--- src/rtl/rmw_pkg.sv ---
package rmw_pkg;

   localparam logic [3:0] OP_INC = 4'd0;
   localparam logic [3:0] OP_DEC = 4'd1;
   localparam logic [3:0] OP_SHL = 4'd2;
   localparam logic [3:0] OP_SHR = 4'd3;
   localparam logic [3:0] OP_RTL = 4'd4;
   localparam logic [3:0] OP_RTR = 4'd5;
   localparam logic [3:0] OP_CLR = 4'd6;
   localparam logic [3:0] OP_SET = 4'd7;
   localparam logic [3:0] OP_TST = 4'd8;

   // mask bit order {N,V,Z,C}
   localparam logic [3:0] MSK_NZ  = 4'b1010;
   localparam logic [3:0] MSK_NZC = 4'b1011;
   localparam logic [3:0] MSK_Z   = 4'b0010;
   localparam logic [3:0] MSK_NVZ = 4'b1110;

   function automatic logic [3:0] mask_for(input logic [3:0] op);
      case (op)
         OP_INC, OP_DEC:                 mask_for = MSK_NZ;
         OP_SHL, OP_SHR, OP_RTL, OP_RTR: mask_for = MSK_NZC;
         OP_CLR, OP_SET:                 mask_for = MSK_Z;
         OP_TST:                         mask_for = MSK_NVZ;
         default:                        mask_for = 4'b0000;
      endcase
   endfunction

endpackage

--- src/rtl/rmw_shifter.sv ---
module rmw_shifter #(
   parameter int W = 8
) (
   input  logic [W-1:0] opnd,
   input  logic         cin,
   input  logic [3:0]   op,
   output logic [W-1:0] res,
   output logic         cout
);
   import rmw_pkg::*;

   initial begin
      if (W < 2) $error("rmw_shifter: W must be at least 2");
   end

   always_comb begin
      res  = opnd;
      cout = cin;
      case (op)
         OP_INC: res = opnd + 1'b1;
         OP_DEC: res = opnd - 1'b1;
         OP_SHL: begin res = {opnd[W-2:0], 1'b0}; cout = opnd[W-1]; end
         OP_SHR: begin res = {1'b0, opnd[W-1:1]}; cout = opnd[0];   end
         OP_RTL: begin res = {opnd[W-2:0], cin};  cout = opnd[W-1]; end
         OP_RTR: begin res = {cin, opnd[W-1:1]};  cout = opnd[0];   end
         default: ;
      endcase
   end
endmodule

--- src/rtl/rmw_bitops.sv ---
module rmw_bitops #(
   parameter int W = 8
) (
   input  logic [W-1:0] opnd,
   input  logic [W-1:0] acc,
   input  logic [3:0]   op,
   output logic [W-1:0] res,
   output logic         common_zero
);
   import rmw_pkg::*;

   assign common_zero = ((opnd & acc) == '0);

   always_comb begin
      case (op)
         OP_CLR:  res = opnd & ~acc;
         OP_SET:  res = opnd | acc;
         default: res = opnd;
      endcase
   end
endmodule

--- src/rtl/rmw_lane.sv ---
module rmw_lane #(
   parameter int W = 8
) (
   input  logic [W-1:0] opnd,
   input  logic [W-1:0] acc,
   input  logic         cin,
   input  logic [3:0]   op,
   output logic [W-1:0] res,
   output logic [3:0]   flags   // {N,V,Z,C}, unmasked
);
   import rmw_pkg::*;

   logic [W-1:0] sh_res, bo_res;
   logic         sh_c, bo_z;
   logic         is_bitop;

   rmw_shifter #(.W(W)) u_sh (
      .opnd(opnd), .cin(cin), .op(op), .res(sh_res), .cout(sh_c)
   );

   rmw_bitops #(.W(W)) u_bo (
      .opnd(opnd), .acc(acc), .op(op), .res(bo_res), .common_zero(bo_z)
   );

   assign is_bitop = (op == OP_CLR) || (op == OP_SET) || (op == OP_TST);

   always_comb begin
      if (is_bitop) begin
         res   = bo_res;
         flags = {opnd[W-1], opnd[W-2], bo_z, sh_c};
      end else begin
         res   = sh_res;
         flags = {sh_res[W-1], 1'b0, (sh_res == '0), sh_c};
      end
   end
endmodule

--- src/rtl/rmw_modify_unit.sv ---
module rmw_modify_unit #(
   parameter int DATA_W   = 16,
   parameter int NARROW_W = 8
) (
   input  logic              clk,
   input  logic              rst_n,
   input  logic              in_valid,
   input  logic [3:0]        op,
   input  logic              wide,
   input  logic [DATA_W-1:0] operand,
   input  logic [DATA_W-1:0] acc,
   input  logic              carry_in,
   output logic              out_valid,
   output logic [DATA_W-1:0] result,
   output logic              flag_n,
   output logic              flag_v,
   output logic              flag_z,
   output logic              flag_c,
   output logic [3:0]        flag_mask
);
   import rmw_pkg::*;

   localparam int NLANES = 2;
   localparam int HIGH_W = DATA_W - NARROW_W;

   initial begin
      if (NARROW_W < 2)       $error("rmw_modify_unit: NARROW_W must be at least 2");
      if (DATA_W <= NARROW_W) $error("rmw_modify_unit: DATA_W must exceed NARROW_W");
   end

   logic [DATA_W-1:0] lane_res [NLANES];
   logic [3:0]        lane_flg [NLANES];

   for (genvar g = 0; g < NLANES; g++) begin : g_lane
      localparam int LW = (g == 0) ? NARROW_W : DATA_W;
      logic [LW-1:0] l_res;
      rmw_lane #(.W(LW)) u_lane (
         .opnd (operand[LW-1:0]),
         .acc  (acc[LW-1:0]),
         .cin  (carry_in),
         .op   (op),
         .res  (l_res),
         .flags(lane_flg[g])
      );
      if (LW < DATA_W) begin : g_keep_high
         assign lane_res[g] = {operand[DATA_W-1:LW], l_res};
      end else begin : g_full
         assign lane_res[g] = l_res;
      end
   end

   logic [3:0]        d_mask, d_flags;
   logic [DATA_W-1:0] d_res;

   assign d_mask  = mask_for(op);
   assign d_res   = wide ? lane_res[1] : lane_res[0];
   assign d_flags = (wide ? lane_flg[1] : lane_flg[0]) & d_mask;

   always_ff @(posedge clk or negedge rst_n) begin
      if (!rst_n) begin
         out_valid <= 1'b0;
         result    <= '0;
         flag_mask <= '0;
         {flag_n, flag_v, flag_z, flag_c} <= '0;
      end else begin
         out_valid <= in_valid;
         if (in_valid) begin
            result    <= d_res;
            flag_mask <= d_mask;
            {flag_n, flag_v, flag_z, flag_c} <= d_flags;
         end
      end
   end

   // one result per request, one cycle later
   assert_valid_latency_R9: assert property (@(posedge clk) disable iff (!rst_n)
      in_valid |=> out_valid);
   assert_no_spurious_R9: assert property (@(posedge clk) disable iff (!rst_n)
      !in_valid |=> !out_valid);
   // increment/decrement never write carry
   assert_incdec_keep_c_R1: assert property (@(posedge clk) disable iff (!rst_n)
      in_valid && (op == OP_INC || op == OP_DEC) |=> flag_mask == 4'b1010);
   // narrow mode keeps the high part
   assert_narrow_high_R7: assert property (@(posedge clk) disable iff (!rst_n)
      in_valid && !wide |=> result[DATA_W-1:NARROW_W] == $past(operand[DATA_W-1:NARROW_W]));
   // bit test does not alter data
   assert_test_keeps_data_R6: assert property (@(posedge clk) disable iff (!rst_n)
      in_valid && op == OP_TST |=> result == $past(operand));
   // unmasked flags read zero
   assert_unmasked_zero_R8: assert property (@(posedge clk) disable iff (!rst_n)
      out_valid |-> ({flag_n, flag_v, flag_z, flag_c} & ~flag_mask) == 4'b0000);

   logic unused_hw;
   assign unused_hw = (HIGH_W == 0);
endmodule

--- config.mk ---
export PLATFORM = sky130hd
export DESIGN_NAME = rmw_modify_unit
export DESIGN_NICKNAME = d
export VERILOG_FILES = /design/src/rtl/rmw_pkg.sv /design/src/rtl/rmw_shifter.sv /design/src/rtl/rmw_bitops.sv /design/src/rtl/rmw_lane.sv /design/src/rtl/rmw_modify_unit.sv
export SDC_FILE = /design/constraint.sdc
export NUM_CORES = 1
export LEC_CHECK = 0
export ABC_AREA = 1
export CAP_MARGIN = 25
export CORE_ASPECT_RATIO = 1.75
export CORE_MARGIN = 2
export CORE_UTILIZATION = 47
export CTS_CLUSTER_SIZE = 14
export DETAILED_ROUTE_END_ITERATION = 16
export GPL_ROUTABILITY_DRIVEN = 0
export PLACE_DENSITY = 0.76
export REMOVE_ABC_BUFFERS = 1
export SYNTH_ARGS = -nofsm -noshare
export SYNTH_HDL_FRONTEND = slang
export SYNTH_SLANG_ARGS = --single-unit
--- constraint.sdc ---
create_clock -name clk -period 0.8 [get_ports clk]
set_input_delay 0.24 -clock clk [delete_from_list [all_inputs] [get_ports clk]]
set_output_delay 0.24 -clock clk [all_outputs]
set_load 0.01 [all_outputs]
==> flow_summary.yaml, run 1 <==
logic_synthesis:
  synth.area.top_cells: "dfrtp_1 20%, nand2_1 16%, nand3_1 9.9%, inv_1 6.7%, nor2_1 5.5%"
  ys_ff_latch: 25
  synth_seq_area_share_pct: 20.3
  synth_top_cell_by_area: "dfrtp_1"
  syn_avg_cell_area_um2: 5.91
  syn_area_mm2: 0.00308
  synth-edff-count: 0
  ys_warn_count: 0
  synthArstFlopShare_pct: 100
  synth.top_cell.area_share_pct: 20.3
  synth_flop_cell: "dfrtp_1"
  ys_types: 39
  syn-instance-count: 521
clocking:
  numCtsBuffers: 3
  postCtsHoldBufs: 0
  clockRootBuffer: "clkbuf_16"
  clock_path_buffers: 2
  htreeDepth: 1
  cts_sinks: 25
global_route:
  grt_max_degree: 26
  grt_usage_pct: 92.0
  grt_overflow: 471
sta:
  worst_path_end_type: "register input"
  crit_endpoint: "flag_z$_DFFE_PN0P_/D"
run_status:
  status: "did not finish"
  error: "[ERROR GRT-0232] Routing congestion too high. Check the congestion heatmap in the GUI."
  failed_stage: "global routing"
placement:
  port_buffers: 65
  dp_hpwl_um: 9950
  dp_slack_ps: -2140
floorplanning:
  ios: 66
  initial_utilization_pct: 47.8
  die_w_um: 65.2
  fp.dieH_um: 111
  rows: 39
[Yosys cell counts, types with 5 or more instances]
| library cell | count |
|---|---|
| nand3_1 | 61 |
| o211ai_1 | 11 |
| inv_1 | 55 |
| a41oi_1 | 11 |
| a22oi_1 | 11 |
| o22ai_1 | 8 |
| clkinv_1 | 5 |
| o21ai_0 | 32 |
| nand2_2 | 12 |
| dfrtp_1 | 25 |
| nor2_1 | 45 |
| a31oi_1 | 5 |
| a21oi_1 | 30 |
| nand2_1 | 131 |
| clkbuf_1 | 14 |
| nor3_1 | 6 |
| inv_2 | 10 |
[cells by family after synthesis]
group                      Yosys count  share of synthesized area [%]
xor gates and xnor gates             2                          0.569
DFF                                 25                           20.3
and+or+nand+nor                    272                           39.5
buffers and inverters               93                           12.6
AOI/OAI and AO/OA                  127                           26.2
adders and majority gates            2                          0.813
[per-layer routing]
metal | track usage [%] | GRT overflow
met2 | 120 | 349
met4 | 107 | 119
met1 | 83.6 | 2
met3 | 63.2 | 1
met5 | 6.25 | 0
[per-stage QoR]
stage / cells / area, µm²
2_1_floorplan: 498 / 2950
3_3_place_gp: 778 / 4750
3_5_place_dp: 778 / 4750
4_1_cts: 821 / 5580
[timing repair]
action	CTS
endpoints found under the setup margin	49
buffers inserted	35
resized for setup	274
pin swaps	69
cloned	5
==> run 2: changes to the inputs <==
Settings changed: CORE_ASPECT_RATIO 1.75 to default, CORE_UTILIZATION 47 to 35, CTS_CLUSTER_SIZE 14 to default, PLACE_DENSITY 0.76 to default, PLACE_DENSITY_LB_ADDON from default to 0.15.
Clock period 0.8 ns to 1.05 ns, I/O delays scaled along.
==> flow_summary.yaml, run 2 <==
run_status:
  status: "finished with violations"
  violations: "negative setup slack"
power:
  p_leak_nw: 3.05
  switching_share_pct: 41.2
  pwr-share-comb_pct: 60.9
  switchingPower_mw: 1.87
  p_int_mw: 2.66
  power.density_mw_per_mm2: 716
  seqPwrFrac_pct: 25.1
  clockPowerShare_pct: 14.0
  vdd_ir_drop_max_v: 0.000570
  total_power_mw: 4.53
clocking:
  insertion_delay_ps: 280
  clockRootBuffer: "clkbuf_8"
  clock_path_buffers: 2
  numCtsBuffers: 3
  postCtsHoldBufs: 0
  cts_tree: "done"
  clk_pin_slew_worst_paths_ps: 110
  htreeDepth: 1
  cts_sinks: 25
cells_and_area:
  num_antenna_cells: 0
  final_common_cell: "buf_4"
  drive_above_1_share_pct: 53.7
  fin_nets: 811
  largest_register: "result"
  area_growth_pct: 106
  layout_common_cells: "151 x buf_4, 84 x nand2_1, 42 x inv_1"
  largestRegisters: "result x16, flag_mask x4"
  largest_register_ffs: 16
setup_path:
  required_ps: 1280
  slowest_delay_ps: 160
  reg2reg_slack_ps: 110
  worstSetupEndpointType: "flop"
  path_cells: "buf_8 > nor2_4 > buf_6 > nand3_4 > nand2_4 > inv_2 > ha_4 > inv_4 > buf_4 > buf_4 > nand3_1 > nand3_1 > nand3_2 > o21ai_2 > nand3_1 > nor2_2 > nand3b_1 > nand2_1 > nand2_1 > nor2_1 > nand2_1 > nand2_1"
  start_kind: "input pin"
  critPathSlowestCell: "buf_6"
  cp.arrival_ps: 2340
  worstPathMaxFanout: 4
  critPathKind: "in -> reg"
  cp_common_cell: "nand2_1"
drt:
  drtAntennaViolNets: 0
  wl_per_cell_um: 19.9
  drtPass1Iterations: 6
  viasPerCell: 5.92
  vias: 5178
  drc_errors: 0
  drtIter0Drc: 486
  wl_um: 17400
sta:
  fin_crit_sh_pct: 202
  finalClockSkew_ps: 0
  slew_viol_final: 0
  setup_viol: 48
  worstMarginPinSlew_ps: 522
  worst_hold_slack_ps: 366
  fmax_mhz: 473
  rsz0062_at_grt: "yes"
  slew_headroom_pct: 65.2
  hold_viol_final: 0
  min_period_ps: 2120
  fin_ws_ps: -1070
  fin_setup_tns_ps: -21010
logic_synthesis:
  synth_compound_area_share_pct: 26.2
  synth_top_family_by_area: "simple AND/OR/NAND/NOR gates"
  synth.top_cell.area_share_pct: 20.3
  ys_warn_count: 0
  synthXorXnorAreaFrac_pct: 0.569
  yosys.area_share.simple_pct: 39.5
  syn-instance-count: 521
  synth_top_cell_by_area: "dfrtp_1"
  synth_common_cells: "131 x nand2_1, 61 x nand3_1, 55 x inv_1"
  synthAdderAreaFrac_pct: 0.813
  syn_avg_cell_area_um2: 5.91
  synth-edff-count: 0
  synth_mux_area_share_pct: 0
  synth_seq_area_share_pct: 20.3
  ys_types: 39
  post-synth-top-count-cell: "nand2_1"
  synth.area.top_cells: "dfrtp_1 20%, nand2_1 16%, nand3_1 9.9%, inv_1 6.7%, nor2_1 5.5%"
  syn_area_mm2: 0.00308
  synth_flop_cell: "dfrtp_1"
  synthArstFlopShare_pct: 100
  ys_ff_latch: 25
placement:
  dp_hpwl_um: 10100
  dp_slack_ps: -1870
  port_buffers: 65
global_route:
  first_global_vias: 4819
  antenna_found_initial: 0
  grt_max_degree: 26
  grt_overflow: 0
  grt_pass1_wl_um: 23700
  grt_usage_pct: 30.4
floorplanning:
  ios: 66
  die_w_um: 97.8
  fp.dieH_um: 97.8
  dieArea_mm2: 0.00956
  core_area_mm2: 0.00864
  initial_utilization_pct: 35.6
  rows: 34
run:
  maxCapViolCount: 0
worst_hold_path:
  min_path_type: "in -> async"
run 2: metal layers:
metal,GRT usage [%],share of wire [%],vias up
met5,0,0,-
met2,53.2,47,396
met4,13.8,7.4,0
met1,36.8,37,2385
li1,-,-,2266
met3,4.80,9.0,131
run 2: final cells by class:
type,instances,area [µm²]
clock buffers,4,45.0
fillers,603,2310
inverters,70,274
multi-input cells,403,2870
flip-flops and latches,25,626
well taps,108,135
repair buffers,265,2380
run 2: final timing paths:
path                                           to                   start  depth (start not counted)
max                            flag_z$_DFFE_PN0P_                   op[1]                         22
min                         result[3]$_DFFE_PN0P_                   rst_n                          2
max reg2reg                 result[3]$_DFFE_PN0P_   result[3]$_DFFE_PN0P_                          5
min reg2reg                result[15]$_DFFE_PN0P_  result[15]$_DFFE_PN0P_                          2
max in group asynchronous  result[14]$_DFFE_PN0P_                   rst_n                          2
min in group clk           result[15]$_DFFE_PN0P_  result[15]$_DFFE_PN0P_                          2
run 2: timing repair:
| action | 4_1_cts | 5_1_grt |
|---|---|---|
| endpoints found under the hold margin | 0 | 0 |
| resized for setup | 281 | 126 |
| buffers inserted | 32 | 25 |
| gates cloned | 2 | 2 |
| pin swaps | 39 | 65 |
| setup endpoints to repair | 49 | 48 |
run 2: stage by stage:
stage,util [%],instances,area (µm²)
6_report,73.3,875,6330
5_1_grt,73.3,875,6330
4_1_cts,65.2,853,5630
3_5_place_dp,56.2,815,4860
3_3_place_gp,56.2,815,4860
2_1_floorplan,-,498,2950
run 2: power groups by stage:
| stage | Clock (mW) | Combinational, mW | Sequential (mW) |
|---|---|---|---|
| global placement | 0 | 1.96 | 1.15 |
| global route | 0.679 | 2.90 | 1.15 |
| floorplan | 0 | 0.729 | 1.20 |
| finish | 0.634 | 2.76 | 1.14 |
| CTS | 0.636 | 2.24 | 1.13 |
| detailed placement | 0 | 1.98 | 1.15 |
run 2: critical path: cells and delay by family:
| kind | cells | cell delay, ps |
|---|---|---|
| AOI/OAI and AO/OA | 1 | 90 |
| and+or+nand+nor | 14 | 1240 |
| adders and majority gates | 1 | 160 |
| buffers and inverters | 6 | 550 |
run 2: cell families after synthesis:
group | Yosys count
flops | 25
buf+inv | 93
compound gates | 127
fa+ha+maj | 2
xor+xnor | 2
simple gates | 272
Power figures use the tool's default switching activity.
